[src/rtl/frame7_pkg.sv]
package frame7_pkg;
  // Strobes passed from control to datapath
  typedef struct packed {
    logic load;    // capture inputs, start a frame
    logic finish;  // last byte accepted this cycle
  } ctlStb_t;
endpackage

[src/rtl/frame7_ctrl.sv]
module frame7_ctrl
  import frame7_pkg::*;
#(
  parameter int FRAME_LEN = 11,
  localparam int IDX_W = $clog2(FRAME_LEN)
) (
  input  logic             clk,
  input  logic             rstN,
  input  logic             startStb,
  input  logic             outReady,
  output logic             outValid,
  output logic [IDX_W-1:0] byteIdx,
  output ctlStb_t          ctl
);
  localparam logic [IDX_W-1:0] LAST_IDX = IDX_W'(FRAME_LEN - 1);

  logic             sending;
  logic [IDX_W-1:0] idx;
  logic             advance;

  always_comb begin
    advance    = sending && outReady;
    ctl.load   = startStb && !sending;
    ctl.finish = advance && (idx == LAST_IDX);
  end

  always_ff @(posedge clk) begin
    if (!rstN) begin
      sending <= 1'b0;
      idx     <= '0;
    end else if (ctl.load) begin
      sending <= 1'b1;
      idx     <= '0;
    end else if (ctl.finish) begin
      sending <= 1'b0;
      idx     <= '0;
    end else if (advance) begin
      idx <= idx + 1'b1;
    end
  end

  assign outValid = sending;
  assign byteIdx  = idx;
endmodule

[src/rtl/frame7_dp.sv]
module frame7_dp
  import frame7_pkg::*;
#(
  parameter int NUM_CH    = 6,
  parameter int SAMP_W    = 10,
  parameter int LOW_W     = 7,
  parameter int AUX_W     = 8,
  parameter int CNT_W     = 6,
  parameter int FRAME_LEN = 11,
  localparam int IDX_W    = $clog2(FRAME_LEN),
  localparam int BYTE_W   = LOW_W + 1,
  localparam int HI_W     = SAMP_W - LOW_W,
  localparam int PAD_W    = LOW_W - 2 * HI_W,
  localparam int NUM_PAIRS = NUM_CH / 2
) (
  input  logic                     clk,
  input  logic                     rstN,
  input  ctlStb_t                  ctl,
  input  logic [IDX_W-1:0]         byteIdx,
  input  logic [NUM_CH*SAMP_W-1:0] sampIn,
  input  logic [AUX_W-1:0]         auxIn,
  output logic [BYTE_W-1:0]        outData
);
  logic [SAMP_W-1:0] sampReg [NUM_CH];
  logic [AUX_W-1:0]  auxReg;
  logic [CNT_W-1:0]  pktCnt;
  logic [BYTE_W-1:0] frameBytes [FRAME_LEN];

  always_ff @(posedge clk) begin
    if (!rstN) begin
      auxReg <= '0;
      pktCnt <= '0;
    end else begin
      if (ctl.load)   auxReg <= auxIn;
      if (ctl.finish) pktCnt <= pktCnt + 1'b1;
    end
  end

  for (genvar c = 0; c < NUM_CH; c++) begin : g_cap
    always_ff @(posedge clk) begin
      if (!rstN)         sampReg[c] <= '0;
      else if (ctl.load) sampReg[c] <= sampIn[c*SAMP_W +: SAMP_W];
    end
  end

  // Header bytes
  assign frameBytes[0] = {1'b0, pktCnt, auxReg[AUX_W-1]};
  assign frameBytes[1] = {1'b0, auxReg[AUX_W-2:0]};

  // Three bytes per channel pair; the final high byte carries the end marker
  for (genvar p = 0; p < NUM_PAIRS; p++) begin : g_pair
    localparam int BASE = 2 + 3 * p;
    localparam logic MARK = (p == NUM_PAIRS - 1);
    assign frameBytes[BASE]     = {1'b0, sampReg[2*p][LOW_W-1:0]};
    assign frameBytes[BASE + 1] = {1'b0, sampReg[2*p+1][LOW_W-1:0]};
    assign frameBytes[BASE + 2] = {MARK, sampReg[2*p][SAMP_W-1:LOW_W],
                                   {PAD_W{1'b0}}, sampReg[2*p+1][SAMP_W-1:LOW_W]};
  end

  always_comb begin
    outData = '0;
    for (int k = 0; k < FRAME_LEN; k++) begin
      if (byteIdx == IDX_W'(k)) outData = frameBytes[k];
    end
  end
endmodule

[src/rtl/frame7_packer.sv]
module frame7_packer
  import frame7_pkg::*;
#(
  parameter int NUM_CH = 6,
  parameter int SAMP_W = 10,
  parameter int LOW_W  = 7,
  parameter int AUX_W  = 8,
  parameter int CNT_W  = 6
) (
  input  logic                     clk,
  input  logic                     rstN,
  input  logic                     startStb,
  input  logic [NUM_CH*SAMP_W-1:0] sampIn,
  input  logic [AUX_W-1:0]         auxIn,
  output logic [LOW_W:0]           outData,
  output logic                     outValid,
  input  logic                     outReady
);
  localparam int FRAME_LEN = 2 + 3 * (NUM_CH / 2);
  localparam int IDX_W     = $clog2(FRAME_LEN);

  ctlStb_t          ctl;
  logic [IDX_W-1:0] byteIdx;

  frame7_ctrl #(.FRAME_LEN(FRAME_LEN)) u_ctrl (
    .clk      (clk),
    .rstN     (rstN),
    .startStb (startStb),
    .outReady (outReady),
    .outValid (outValid),
    .byteIdx  (byteIdx),
    .ctl      (ctl)
  );

  frame7_dp #(
    .NUM_CH(NUM_CH), .SAMP_W(SAMP_W), .LOW_W(LOW_W),
    .AUX_W(AUX_W), .CNT_W(CNT_W), .FRAME_LEN(FRAME_LEN)
  ) u_dp (
    .clk     (clk),
    .rstN    (rstN),
    .ctl     (ctl),
    .byteIdx (byteIdx),
    .sampIn  (sampIn),
    .auxIn   (auxIn),
    .outData (outData)
  );
endmodule

[config.mk]
export PLATFORM = sky130hd
export DESIGN_NAME = frame7_packer
export DESIGN_NICKNAME = d
export VERILOG_FILES = /design/src/rtl/frame7_pkg.sv /design/src/rtl/frame7_ctrl.sv /design/src/rtl/frame7_dp.sv /design/src/rtl/frame7_packer.sv
export SDC_FILE = /design/constraint.sdc
export NUM_CORES = 1
export LEC_CHECK = 0
export BUFFER_PORTS_ARGS = -buffer_cell sky130_fd_sc_hd__buf_4
export CAP_MARGIN = 20
export CORE_MARGIN = 10
export CORE_UTILIZATION = 54
export DETAILED_ROUTE_END_ITERATION = 16
export GPL_ROUTABILITY_DRIVEN = 0
export PLACE_DENSITY = 0.82
export SETUP_SLACK_MARGIN = 0.05
export SYNTH_ARGS = -nofsm -noshare
export SYNTH_HDL_FRONTEND = slang
export SYNTH_SLANG_ARGS = --single-unit
[constraint.sdc]
create_clock -name clk -period 2.79 [get_ports clk]
set_input_delay 0.4185 -clock clk [delete_from_list [all_inputs] [get_ports clk]]
set_output_delay 0.4185 -clock clk [all_outputs]
set_load 0.05 [all_outputs]
==> metrics.csv, run 1 <==
metric,value,unit
critPathLaunch,u_ctrl.byteIdx[1]$_SDFFE_PP0P_,
r2r_start,u_ctrl.outValid$_SDFFE_PN0P_,
cp_max_fo,13,
tns,0,ps
total_power,2.51,mW
wl,8.72,mm
ys_seq_area_share,57.6,%
h-tree-depth,3,
synth_top_family_by_area,simple AND/OR/NAND/NOR gates,
cts-root-buf,clkbuf_8,
synth_edf_count,60,
grt_max_degree,43,
clk_latency,340,ps
grt_pass1_vias,2929,
hold_depth,2,
crit_required,2370,ps
final_area,4790,um^2
grt_antenna_before_repair,0,
maxSlewHeadroom,63.5,%
grt_pass1_wl,14.4,mm
path_cells,inv_1 > ha_4 > buf_4 > nand2_1 > a311o_1 > o21a_1 > o32ai_1 > buf_4,
drc,0,
end_kind,primary output,
ys_seq_elements,79,
route.vias.total,2695,
top_level_ports,81,
via_per_inst,5.36,
slowest_delay,380,ps
final_common_cell,buf_4,
placed_area,4490,um^2
grt-ovfl-total,0,
fin_nets,479,
timing.final.crit_share,94.4,%
dpl.hpwl,6.74,mm
pre_cts_slack,259,ps
hp-start,auxIn[4],
final_cell_mix,"buf_4, and2_1, edfxtp_1, nor2_1, dfxtp_1",
core_area,6790,um^2
timing.final.crit_period,2630,ps
path_clk_slew,80,ps
synth_nets,393,
synthesis.area,3790,um^2
whs_endpoint,u_dp.auxReg[4]$_SDFFE_PN0P_,
die_x,104,um
dominantRegCellSynth,edfxtp_1,
yosysUniqueCellTypes,45,
io_buffer_count,80,
peakVddDrop,0.000289,V
cts-buffers-inserted,9,
min-delay-path-class,in2reg,
cts_tree,done,
rr_worst_depth,4,
fp-row-count,30,
p_leak,1.95,nW
grt_setup_unrepaired,false,
avgSynthCellArea,12.0,um^2
crit_family,compound AO/OA/AOI/OAI gates,
clock.fmax,0.380,GHz
synthSimpleGateAreaFrac,19.0,%
synth_xor_area_share,1.85,%
setup_viol,0,
synth_fa_ha_area_share,1.65,%
drt_iter0_markers,118,
ff2ff_setup_slack,900,ps
ant_nets,0,
synth-compound-area-share,15.2,%
r2r_end,u_dp.sampReg[2][4]$_SDFFCE_PN0P_,
slew_violations,0,
drv_cap,0,
start_util,55.8,%
firstDrtPassIters,4,
status,"complete, no violations",
fp.dieArea,10800,um^2
cts.sinks,79,
hold_viol,0,
synthMuxAreaShare,0.891,%
wl_per_cell,17.3,um
final-instance-count-excl-fill,503,
fp.dieH,104,um
postSynthCellCount,316,
start_kind,register,
cpMaxStageDelayCell,dfxtp_4,
track_usage,16.4,%
syn_to_final_growth,26.3,%
path_class,reg2out,
powerDensity,523,nW/um^2
async_reset_ff_share,0,%
fin_skew,6.35,ps
yosys_warnings,0,
cp.buffers_inverters,3,
diodes,0,
worst_ep_arrival_time,2210,ps
clockBufferDepth,2,
fin_ws,157,ps
crit_top_cell,buf_4,
dp_cells,484,
tightest_slew,546,ps
drive_gt1_share,32.4,%
==> what timing repair did <==
| action | in CTS | in global routing |
|---|---|---|
| setup buffers | 0 | 3 |
| resized for setup | 6 | 9 |
| hold buffers | 0 | 0 |
| pin swaps | 0 | 2 |
| setup endpoints to repair | 7 | 7 |
==> cell families after synthesis <==
| kind of cell | Yosys count |
|---|---|
| and+or+nand+nor | 116 |
| DFF | 79 |
| AOI/OAI and AO/OA | 77 |
| buffers and inverters | 28 |
| xor gates and xnor gates | 8 |
| adders and majority gates | 5 |
| muxes | 3 |
==> worst max path at each step <==
stage / to / slack, ps / depth (start not counted)
floorplan: outData[3] / 60 / 6
global placement: outData[4] / 330 / 8
detailed placement: outData[4] / 260 / 8
CTS: outData[2] / 50 / 6
global route: outData[3] / 20 / 8
finish: outData[3] / 160 / 8
==> flip-flops by register name (all words and copies together), names as in the netlist <==
signal and cells:
u_dp.sampReg 60, u_dp.auxReg 8, u_dp.pktCnt 6, u_ctrl.byteIdx 4
u_ctrl.outValid 1
==> final cells by class <==
cell class / count / area [um^2]
Clock buffer: 10 / 128
Inverter: 9 / 33.8
Sequential cell: 79 / 2190
Multi-Input combinational cell: 209 / 1520
Fill cell: 493 / 2010
Tap cell: 96 / 120
Timing Repair Buffer: 94 / 706
Clock inverter: 6 / 85.1
==> cells in the mapped netlist (3+ instances only) <==
master | number | area (um^2)
a21oi_1 | 13 | 65.1
a221o_1 | 8 | 80.1
a221oi_1 | 5 | 43.8
a22o_1 | 10 | 87.6
a22oi_1 | 3 | 22.5
a2bb2oi_1 | 3 | 26.3
a32oi_1 | 3 | 26.3
and2_1 | 61 | 382
and3b_1 | 3 | 26.3
buf_2 | 7 | 35.0
buf_6 | 4 | 45.0
clkbuf_1 | 6 | 22.5
dfxtp_1 | 19 | 380
edfxtp_1 | 60 | 1800
ha_1 | 5 | 62.6
inv_1 | 9 | 33.8
mux2_2 | 3 | 33.8
nand2_1 | 8 | 30.0
nand2b_1 | 5 | 31.3
nand3_1 | 5 | 25.0
nor2_1 | 17 | 63.8
nor2b_1 | 3 | 18.8
o211ai_1 | 6 | 45.0
o21ai_0 | 8 | 40.0
o221ai_1 | 3 | 26.3
o22ai_1 | 4 | 25.0
or2_2 | 3 | 18.8
xnor2_1 | 7 | 61.3
==> metrics by stage <==
stage | utilization (%) | hold WS [ps]
after floorplan | - | 449
after global placement | 66.0 | 480
after detailed placement | 66.0 | 470
after CTS | 69.6 | 277
after global routing | 70.4 | 277
final | 70.4 | 289
==> metal layers <==
| metal | share of wire (%) | up-vias | track usage (%) |
|---|---|---|---|
| li1 | - | 1336 | - |
| met1 | 43 | 1260 | 19.4 |
| met2 | 49 | 83 | 26.7 |
| met3 | 5.3 | 16 | 5.27 |
| met4 | 2.5 | 0 | 6.86 |
| met5 | 0 | - | 0 |
==> report_power, final <==
| part | leakage, nW | total, mW | switching, mW | internal [mW] |
|---|---|---|---|---|
| logic | 1.04 | 0.235 | 0.110 | 0.125 |
| clock network | 0.0984 | 0.893 | 0.393 | 0.500 |
| registers | 0.804 | 1.38 | 0.0332 | 1.34 |
Note: power is estimated with default switching activity, not from simulation.
==> run 2: changes to the inputs <==
--- a/config.mk
+++ b/config.mk
@@ -5,13 +5,14 @@
 export SDC_FILE = /design/constraint.sdc
 export NUM_CORES = 1
 export LEC_CHECK = 0
+export ABC_AREA = 1
 export BUFFER_PORTS_ARGS = -buffer_cell sky130_fd_sc_hd__buf_4
 export CAP_MARGIN = 20
 export CORE_MARGIN = 10
-export CORE_UTILIZATION = 54
+export CORE_UTILIZATION = 55
 export DETAILED_ROUTE_END_ITERATION = 16
 export GPL_ROUTABILITY_DRIVEN = 0
-export PLACE_DENSITY = 0.82
+export PLACE_DENSITY = 0.83
 export SETUP_SLACK_MARGIN = 0.05
 export SYNTH_ARGS = -nofsm -noshare
 export SYNTH_HDL_FRONTEND = slang
==> metrics.csv, run 2 <==
metric,value,unit,change
path_class,reg2out,,unchanged
synth_top_area_share,44.1,%,was 47.5%
postSynthCellCount,512,,was 316
top_register,u_dp.sampReg,,unchanged
rr_worst_depth,11,,was 4
track_usage,16.1,%,was 16.4%
cpMaxStageDelayCell,dfxtp_1,,was dfxtp_4
ant_nets,0,,unchanged
fp.dieArea,11300,um^2,was 10800 um^2
yosysUniqueCellTypes,25,,was 45
hold_depth,3,,was 2
grt_max_degree,61,,was 43
critPathLaunch,u_ctrl.byteIdx[2]$_SDFFE_PP0P_,,was u_ctrl.byteIdx[1]$_SDFFE_PP0P_
whs_endpoint,u_dp.auxReg[3]$_SDFFE_PN0P_,,was u_dp.auxReg[4]$_SDFFE_PN0P_
dominantRegCellSynth,edfxtp_1,,unchanged
timing.final.crit_share,92.8,%,was 94.4%
ff2ff_setup_slack,840,ps,was 900 ps
crit_required,2370,ps,about the same
netlist_top_cells_count,"nand2_1, inv_1, nor2_1, edfxtp_1, nand3_1",,"was and2_1, edfxtp_1, dfxtp_1, nor2_1, a21oi_1"
top_level_ports,81,,unchanged
drive_gt1_share,21.6,%,was 32.4%
avgSynthCellArea,7.97,um^2,was 12.0 um^2
drt_iter0_markers,223,,was 118
final_cell_mix,"nand2_1, nor2_1, inv_1, buf_4, edfxtp_1",,"was buf_4, and2_1, edfxtp_1, nor2_1, dfxtp_1"
clk_latency,350,ps,was 340 ps
total_power,2.39,mW,was 2.51 mW
hold_viol,0,,unchanged
powerDensity,478,nW/um^2,was 523 nW/um^2
synth_edf_count,60,,unchanged
status,"complete, no violations",,unchanged
final_common_cell,nand2_1,,was buf_4
drv_cap,0,,unchanged
fill_cells,576,,was 493
multiInputGateArea,1440,um^2,was 1520 um^2
largest_reg_flops,60,,unchanged
dpl.hpwl,6.69,mm,was 6.74 mm
p_leak,2.52,nW,was 1.95 nW
core_area,7250,um^2,was 6790 um^2
ys_seq_area_share,53.5,%,was 57.6%
slew_violations,0,,unchanged
path_cells,nor2_4 > buf_12 > nand3_1 > nand2_1 > nand2_1 > nand2_1 > nand2_1 > nand2_1 > nand2_1 > nand2_1 > nand2_1 > nand4_1 > nand2_1 > nand2_1 > buf_4,,was inv_1 > ha_4 > buf_4 > nand2_1 > a311o_1 > o21a_1 > o32ai_1 > buf_4
cts.sinks,79,,unchanged
h-tree-depth,3,,unchanged
yosysMostFrequentCell,nand2_1,,was and2_1
maxSlewHeadroom,50.4,%,was 63.5%
setup_viol,0,,unchanged
synth.top_cells.by_area,"edfxtp_1, nand2_1, dfxtp_1, inv_1, nor2_1",,"was edfxtp_1, and2_1, dfxtp_1, a22o_1, a221o_1"
dp_cells,678,,was 484
synth_top_area_cell,edfxtp_1,,unchanged
start_util,56.3,%,was 55.8%
timing.final.crit_period,2590,ps,was 2630 ps
worst_ep_arrival_time,2170,ps,was 2210 ps
crit_top_cell,nand2_1,,was buf_4
clockBufferDepth,2,,unchanged
grt_pass1_wl,14.9,mm,was 14.4 mm
synth_nets,589,,was 393
yosys_warnings,0,,unchanged
synthesis.area,4080,um^2,was 3790 um^2
r2r_end,u_dp.pktCnt[5]$_SDFFE_PN0P_,,was u_dp.sampReg[2][4]$_SDFFCE_PN0P_
cts_hold_buf,0,,unchanged
async_reset_ff_share,0,%,unchanged
post-route-util,68.8,%,was 70.4%
reg_top3,"u_dp.sampReg: 60 flops, u_dp.auxReg: 8 flops, u_dp.pktCnt: 6 flops",,unchanged
fp-row-count,31,,was 30
cp_max_fo,12,,was 13
fin_skew,7.00,ps,was 6.35 ps
io_buffer_count,80,,unchanged
final-instance-count-excl-fill,695,,was 503
end_kind,primary output,,unchanged
via_per_inst,4.92,,was 5.36
cts-root-buf,clkbuf_8,,unchanged
fin_nets,669,,was 479
min-delay-path-class,in2reg,,unchanged
r2r_start,u_ctrl.byteIdx[0]$_SDFFE_PP0P_,,was u_ctrl.outValid$_SDFFE_PN0P_
tightest_slew,745,ps,was 546 ps
wl,9.24,mm,was 8.72 mm
drc,0,,unchanged
grt-ovfl-total,0,,unchanged
start_kind,register,,unchanged
slowest_delay,400,ps,was 380 ps
cts-buffers-inserted,9,,unchanged
tns,0,ps,unchanged
wl_per_cell,13.3,um,was 17.3 um
hp-start,auxIn[3],,was auxIn[4]
grt_pass1_vias,3345,,was 2929
syn_to_final_growth,22.3,%,was 26.3%
cts_tree,done,,unchanged
path_clk_slew,70,ps,was 80 ps
diodes,0,,unchanged
seqCellArea,2180,um^2,was 2190 um^2
firstDrtPassIters,5,,was 4
grt_setup_unrepaired,true,,was false
fp.dieH,106,um,was 104 um
peakVddDrop,0.000239,V,was 0.000289 V
route.vias.total,3422,,was 2695
die_x,106,um,was 104 um
ys_seq_elements,79,,unchanged
clock.fmax,0.386,GHz,was 0.380 GHz
grt_antenna_before_repair,0,,unchanged
==> run 2: cell types whose count changed in the layout (fill, tap and decap cells not counted), moves of 6 or more <==
cell and change:
nand2_1 +127, inv_1 +85, nor2_1 +78, and2_1 -61
nand3_1 +19, buf_4 -13, a22o_1 -10, a221o_1 -8
nand4_1 +7, xnor2_1 -7, o211ai_1 -6
==> run 2: critical path, delay by kind of cell (launching register included) <==
| kind | cells | cell delay, ps |
|---|---|---|
| flip-flops | 1 | 400 |
| buffers and inverters | 2 | 340 |
| AND/OR/NAND/NOR | 13 | 1070 |
==> run 2: layout make-up <==
class | count | share of cell area [%]
Timing Repair Buffer | 86 | 13.7
Inverter | 100 | 7.60
Multi-Input combinational cell | 316 | 28.9
Sequential cell | 79 | 43.8
Tap cell | 99 | 2.48
Clock inverter | 5 | 1.00
Clock buffer | 10 | 2.56
==> run 2: repair_timing <==
item / in CTS / in global routing
buffers inserted: 0 / 2
endpoints found under the setup margin: 7 / 7
hold endpoints to repair: 0 / 0
pin swaps: 0 / 2
gates resized for setup: 5 / 14
==> run 2: metal layers <==
metal  track usage (%)  up-vias  part of all wire, %  routed length, um
met5                 0        -                    0                  0
met4              7.06        0                  2.5                232
met3              5.07       25                  6.0                558
met2              26.5      100                   50               4620
met1              18.9     1570                   41               3830
li1                  -     1727                    -                  -
==> run 2: metrics by stage <==
stage / hold slack [ps] / setup WS (ps) / cell area, um^2
finish: 294 / 201 / 4990
floorplan: 419 / 186 / 4090
global route: 300 / 36.8 / 4990
detailed placement: 452 / 325 / 4720
global placement: 447 / 397 / 4720
CTS: 280 / 16.4 / 4920
==> run 2: kinds of logic after synthesis <==
| kind of cell | Yosys count | share of synthesized area, % |
|---|---|---|
| AOI/OAI and AO/OA | 25 | 3.10 |
| DFF | 79 | 53.5 |
| adders and majority gates | 5 | 1.53 |
| buffers and inverters | 117 | 12.5 |
| and+or+nand+nor | 285 | 29.2 |
| xor gates and xnor gates | 1 | 0.215 |
==> run 2: worst max path at each step <==
stage	endpoint	cells past startpoint
5_1_grt	outData[4]	14
3_3_place_gp	outData[4]	12
6_report	outData[6]	15
4_1_cts	outData[1]	17
3_5_place_dp	outData[4]	12
2_1_floorplan	outData[3]	11
==> run 2: report_power, final <==
group	switching, mW	internal [mW]
registers	0.0284	1.35
clock network	0.392	0.403
logic	0.115	0.102
==> run 3: changes to the inputs <==
--- a/config.mk
+++ b/config.mk
@@ -6,7 +6,7 @@
 export NUM_CORES = 1
 export LEC_CHECK = 0
 export ABC_AREA = 1
-export BUFFER_PORTS_ARGS = -buffer_cell sky130_fd_sc_hd__buf_4
+export BUFFER_PORTS_ARGS = -buffer_cell sky130_fd_sc_hd__buf_2
 export CAP_MARGIN = 20
 export CORE_MARGIN = 10
 export CORE_UTILIZATION = 55
==> metrics.csv, run 3 (same netlist as run 2, synthesis figures left out) <==
metric,value,unit,change
firstDrtPassIters,5,,unchanged
fp.dieH,106,um,unchanged
post-route-util,68.1,%,was 68.8%
cpMaxStageDelayCell,dfxtp_4,,was dfxtp_1
cp.buffers_inverters,3,,was 2
h-tree-depth,3,,unchanged
wl,9.62,mm,was 9.24 mm
tightest_slew,756,ps,was 745 ps
drc,0,,unchanged
powerDensity,506,nW/um^2,was 478 nW/um^2
grt_pass1_vias,3455,,was 3345
drv_cap,0,,unchanged
final_cell_mix,"nand2_1, nor2_1, inv_1, buf_2, edfxtp_1",,"was nand2_1, nor2_1, inv_1, buf_4, edfxtp_1"
end_kind,primary output,,unchanged
path_class,reg2out,,unchanged
top_level_ports,81,,unchanged
cp_max_fo,7,,was 12
cts.sinks,79,,unchanged
worst_ep_arrival_time,2260,ps,was 2170 ps
setup_viol,0,,unchanged
path_clk_slew,80,ps,was 70 ps
clockBufferDepth,2,,unchanged
intPower,1.93,mW,was 1.85 mW
crit_required,2370,ps,about the same
final_common_cell,nand2_1,,unchanged
r2r_start,u_ctrl.byteIdx[0]$_SDFFE_PP0P_,,unchanged
fill_cells,574,,was 576
top_register,u_dp.sampReg,,unchanged
drt_iter0_markers,213,,was 223
grt_pass1_wl,15.2,mm,was 14.9 mm
multiInputGateArea,1460,um^2,was 1440 um^2
clkPwrFrac,37.2,%,was 33.3%
min-delay-path-class,in2reg,,unchanged
switching_power,0.570,mW,was 0.536 mW
status,"complete, no violations",,unchanged
cts-buffers-inserted,9,,unchanged
fp-row-count,31,,unchanged
p_leak,2.51,nW,was 2.52 nW
via_per_inst,4.90,,was 4.92
reg_top3,"u_dp.sampReg: 60 flops, u_dp.auxReg: 8 flops, u_dp.pktCnt: 6 flops",,unchanged
timing.final.crit_period,2680,ps,was 2590 ps
grt_setup_unrepaired,true,,unchanged
crit_family,compound AO/OA/AOI/OAI gates,,was simple AND/OR/NAND/NOR gates
fin_ws,107,ps,was 201 ps
start_kind,register,,unchanged
fin_skew,12.2,ps,was 7.00 ps
fp.dieArea,11300,um^2,unchanged
timing.final.crit_share,96.2,%,was 92.8%
grt_antenna_before_repair,0,,unchanged
cts_tree,done,,unchanged
swShare,22.8,%,was 22.5%
die_x,106,um,unchanged
io_buffer_count,80,,unchanged
hp-start,auxIn[1],,was auxIn[3]
fin_nets,679,,was 669
seqPwrFrac,55.0,%,was 57.6%
slowest_delay,380,ps,was 400 ps
track_usage,16.5,%,was 16.1%
combPwrFrac,7.7,%,was 9.1%
grt-ovfl-total,0,,unchanged
seqCellArea,2190,um^2,was 2180 um^2
clock.fmax,0.373,GHz,was 0.386 GHz
diodes,0,,unchanged
total_power,2.50,mW,was 2.39 mW
ant_nets,0,,unchanged
slew_violations,0,,unchanged
path_cells,inv_4 > ha_4 > clkinvlp_4 > nor2_4 > nand2_1 > nand3_1 > o21ai_2 > a21oi_2 > o21ai_1 > a31oi_1 > buf_4,,was nor2_4 > buf_12 > nand3_1 > nand2_1 > nand2_1 > nand2_1 > nand2_1 > nand2_1 > nand2_1 > nand2_1 > nand2_1 > nand4_1 > nand2_1 > nand2_1 > buf_4
pre_cts_slack,256,ps,was 325 ps
largest_reg_flops,60,,unchanged
route.vias.total,3458,,was 3422
clk_latency,360,ps,was 350 ps
drive_gt1_share,23.9,%,was 21.6%
start_util,56.3,%,unchanged
wl_per_cell,13.6,um,was 13.3 um
hold_viol,0,,unchanged
grt_max_degree,61,,unchanged
cts-root-buf,clkbuf_8,,unchanged
maxSlewHeadroom,49.6,%,was 50.4%
syn_to_final_growth,20.9,%,was 22.3%
dpl.hpwl,6.85,mm,was 6.69 mm
cts_hold_buf,0,,unchanged
peakVddDrop,0.000264,V,was 0.000239 V
critPathLaunch,u_ctrl.byteIdx[1]$_SDFFE_PP0P_,,was u_ctrl.byteIdx[2]$_SDFFE_PP0P_
core_area,7250,um^2,unchanged
==> run 3: metal layers <==
layer  GRT usage [%]  routed length (um)
met3            4.11                 574
met2            29.2                4880
met1            18.4                3890
met5               0                   0
met4            7.16                 269
==> run 3: per-stage QoR <==
stage | area (um^2) | hold WS, ps | TNS (ps) | cells
3_3_place_gp | 4530 | 445 | 0 | 679
2_1_floorplan | 4090 | 419 | 0 | 512
3_5_place_dp | 4530 | 450 | 0 | 679
5_1_grt | 4940 | 301 | -106 | 706
4_1_cts | 4800 | 286 | 0 | 697
6_report | 4940 | 286 | 0 | 706
==> run 3: tightest hold or removal path: cells and delay by family <==
family                 cells  cell delay (ps)
buffers and inverters      1               80
AND/OR/NAND/NOR            2              120
==> run 3: final cells by class <==
cell class,instances,area share [%]
clock buffers,9,2.51
clock inverters,7,1.90
inverters,100,7.81
multi-input cells,316,29.5
flip-flops and latches,79,44.3
well taps,99,2.51
repair buffers,96,11.4
==> run 3: power groups by stage <==
stage / sequential, mW / combinational [mW] / clock, mW
floorplan: 1.39 / 0.0991 / 0
global placement: 1.40 / 0.176 / 0
CTS: 1.37 / 0.186 / 0.940
global route: 1.38 / 0.219 / 0.976
detailed placement: 1.40 / 0.183 / 0
finish: 1.37 / 0.193 / 0.929
==> run 3: timing repair <==
action                     CTS  global route
pin swaps                    1             7
setup endpoints to repair    7             7
setup buffers                2             9
gates resized for setup     11            25
==> run 3: worst paths after layout <==
check,to,slack (ps),cells after the start
worst max-delay path,outData[3],110,11
worst min-delay path,u_dp.auxReg[1]$_SDFFE_PN0P_,290,3
worst max register to register,u_dp.pktCnt[5]$_SDFFE_PN0P_,850,11
worst min register to register,u_dp.auxReg[4]$_SDFFE_PN0P_,460,2
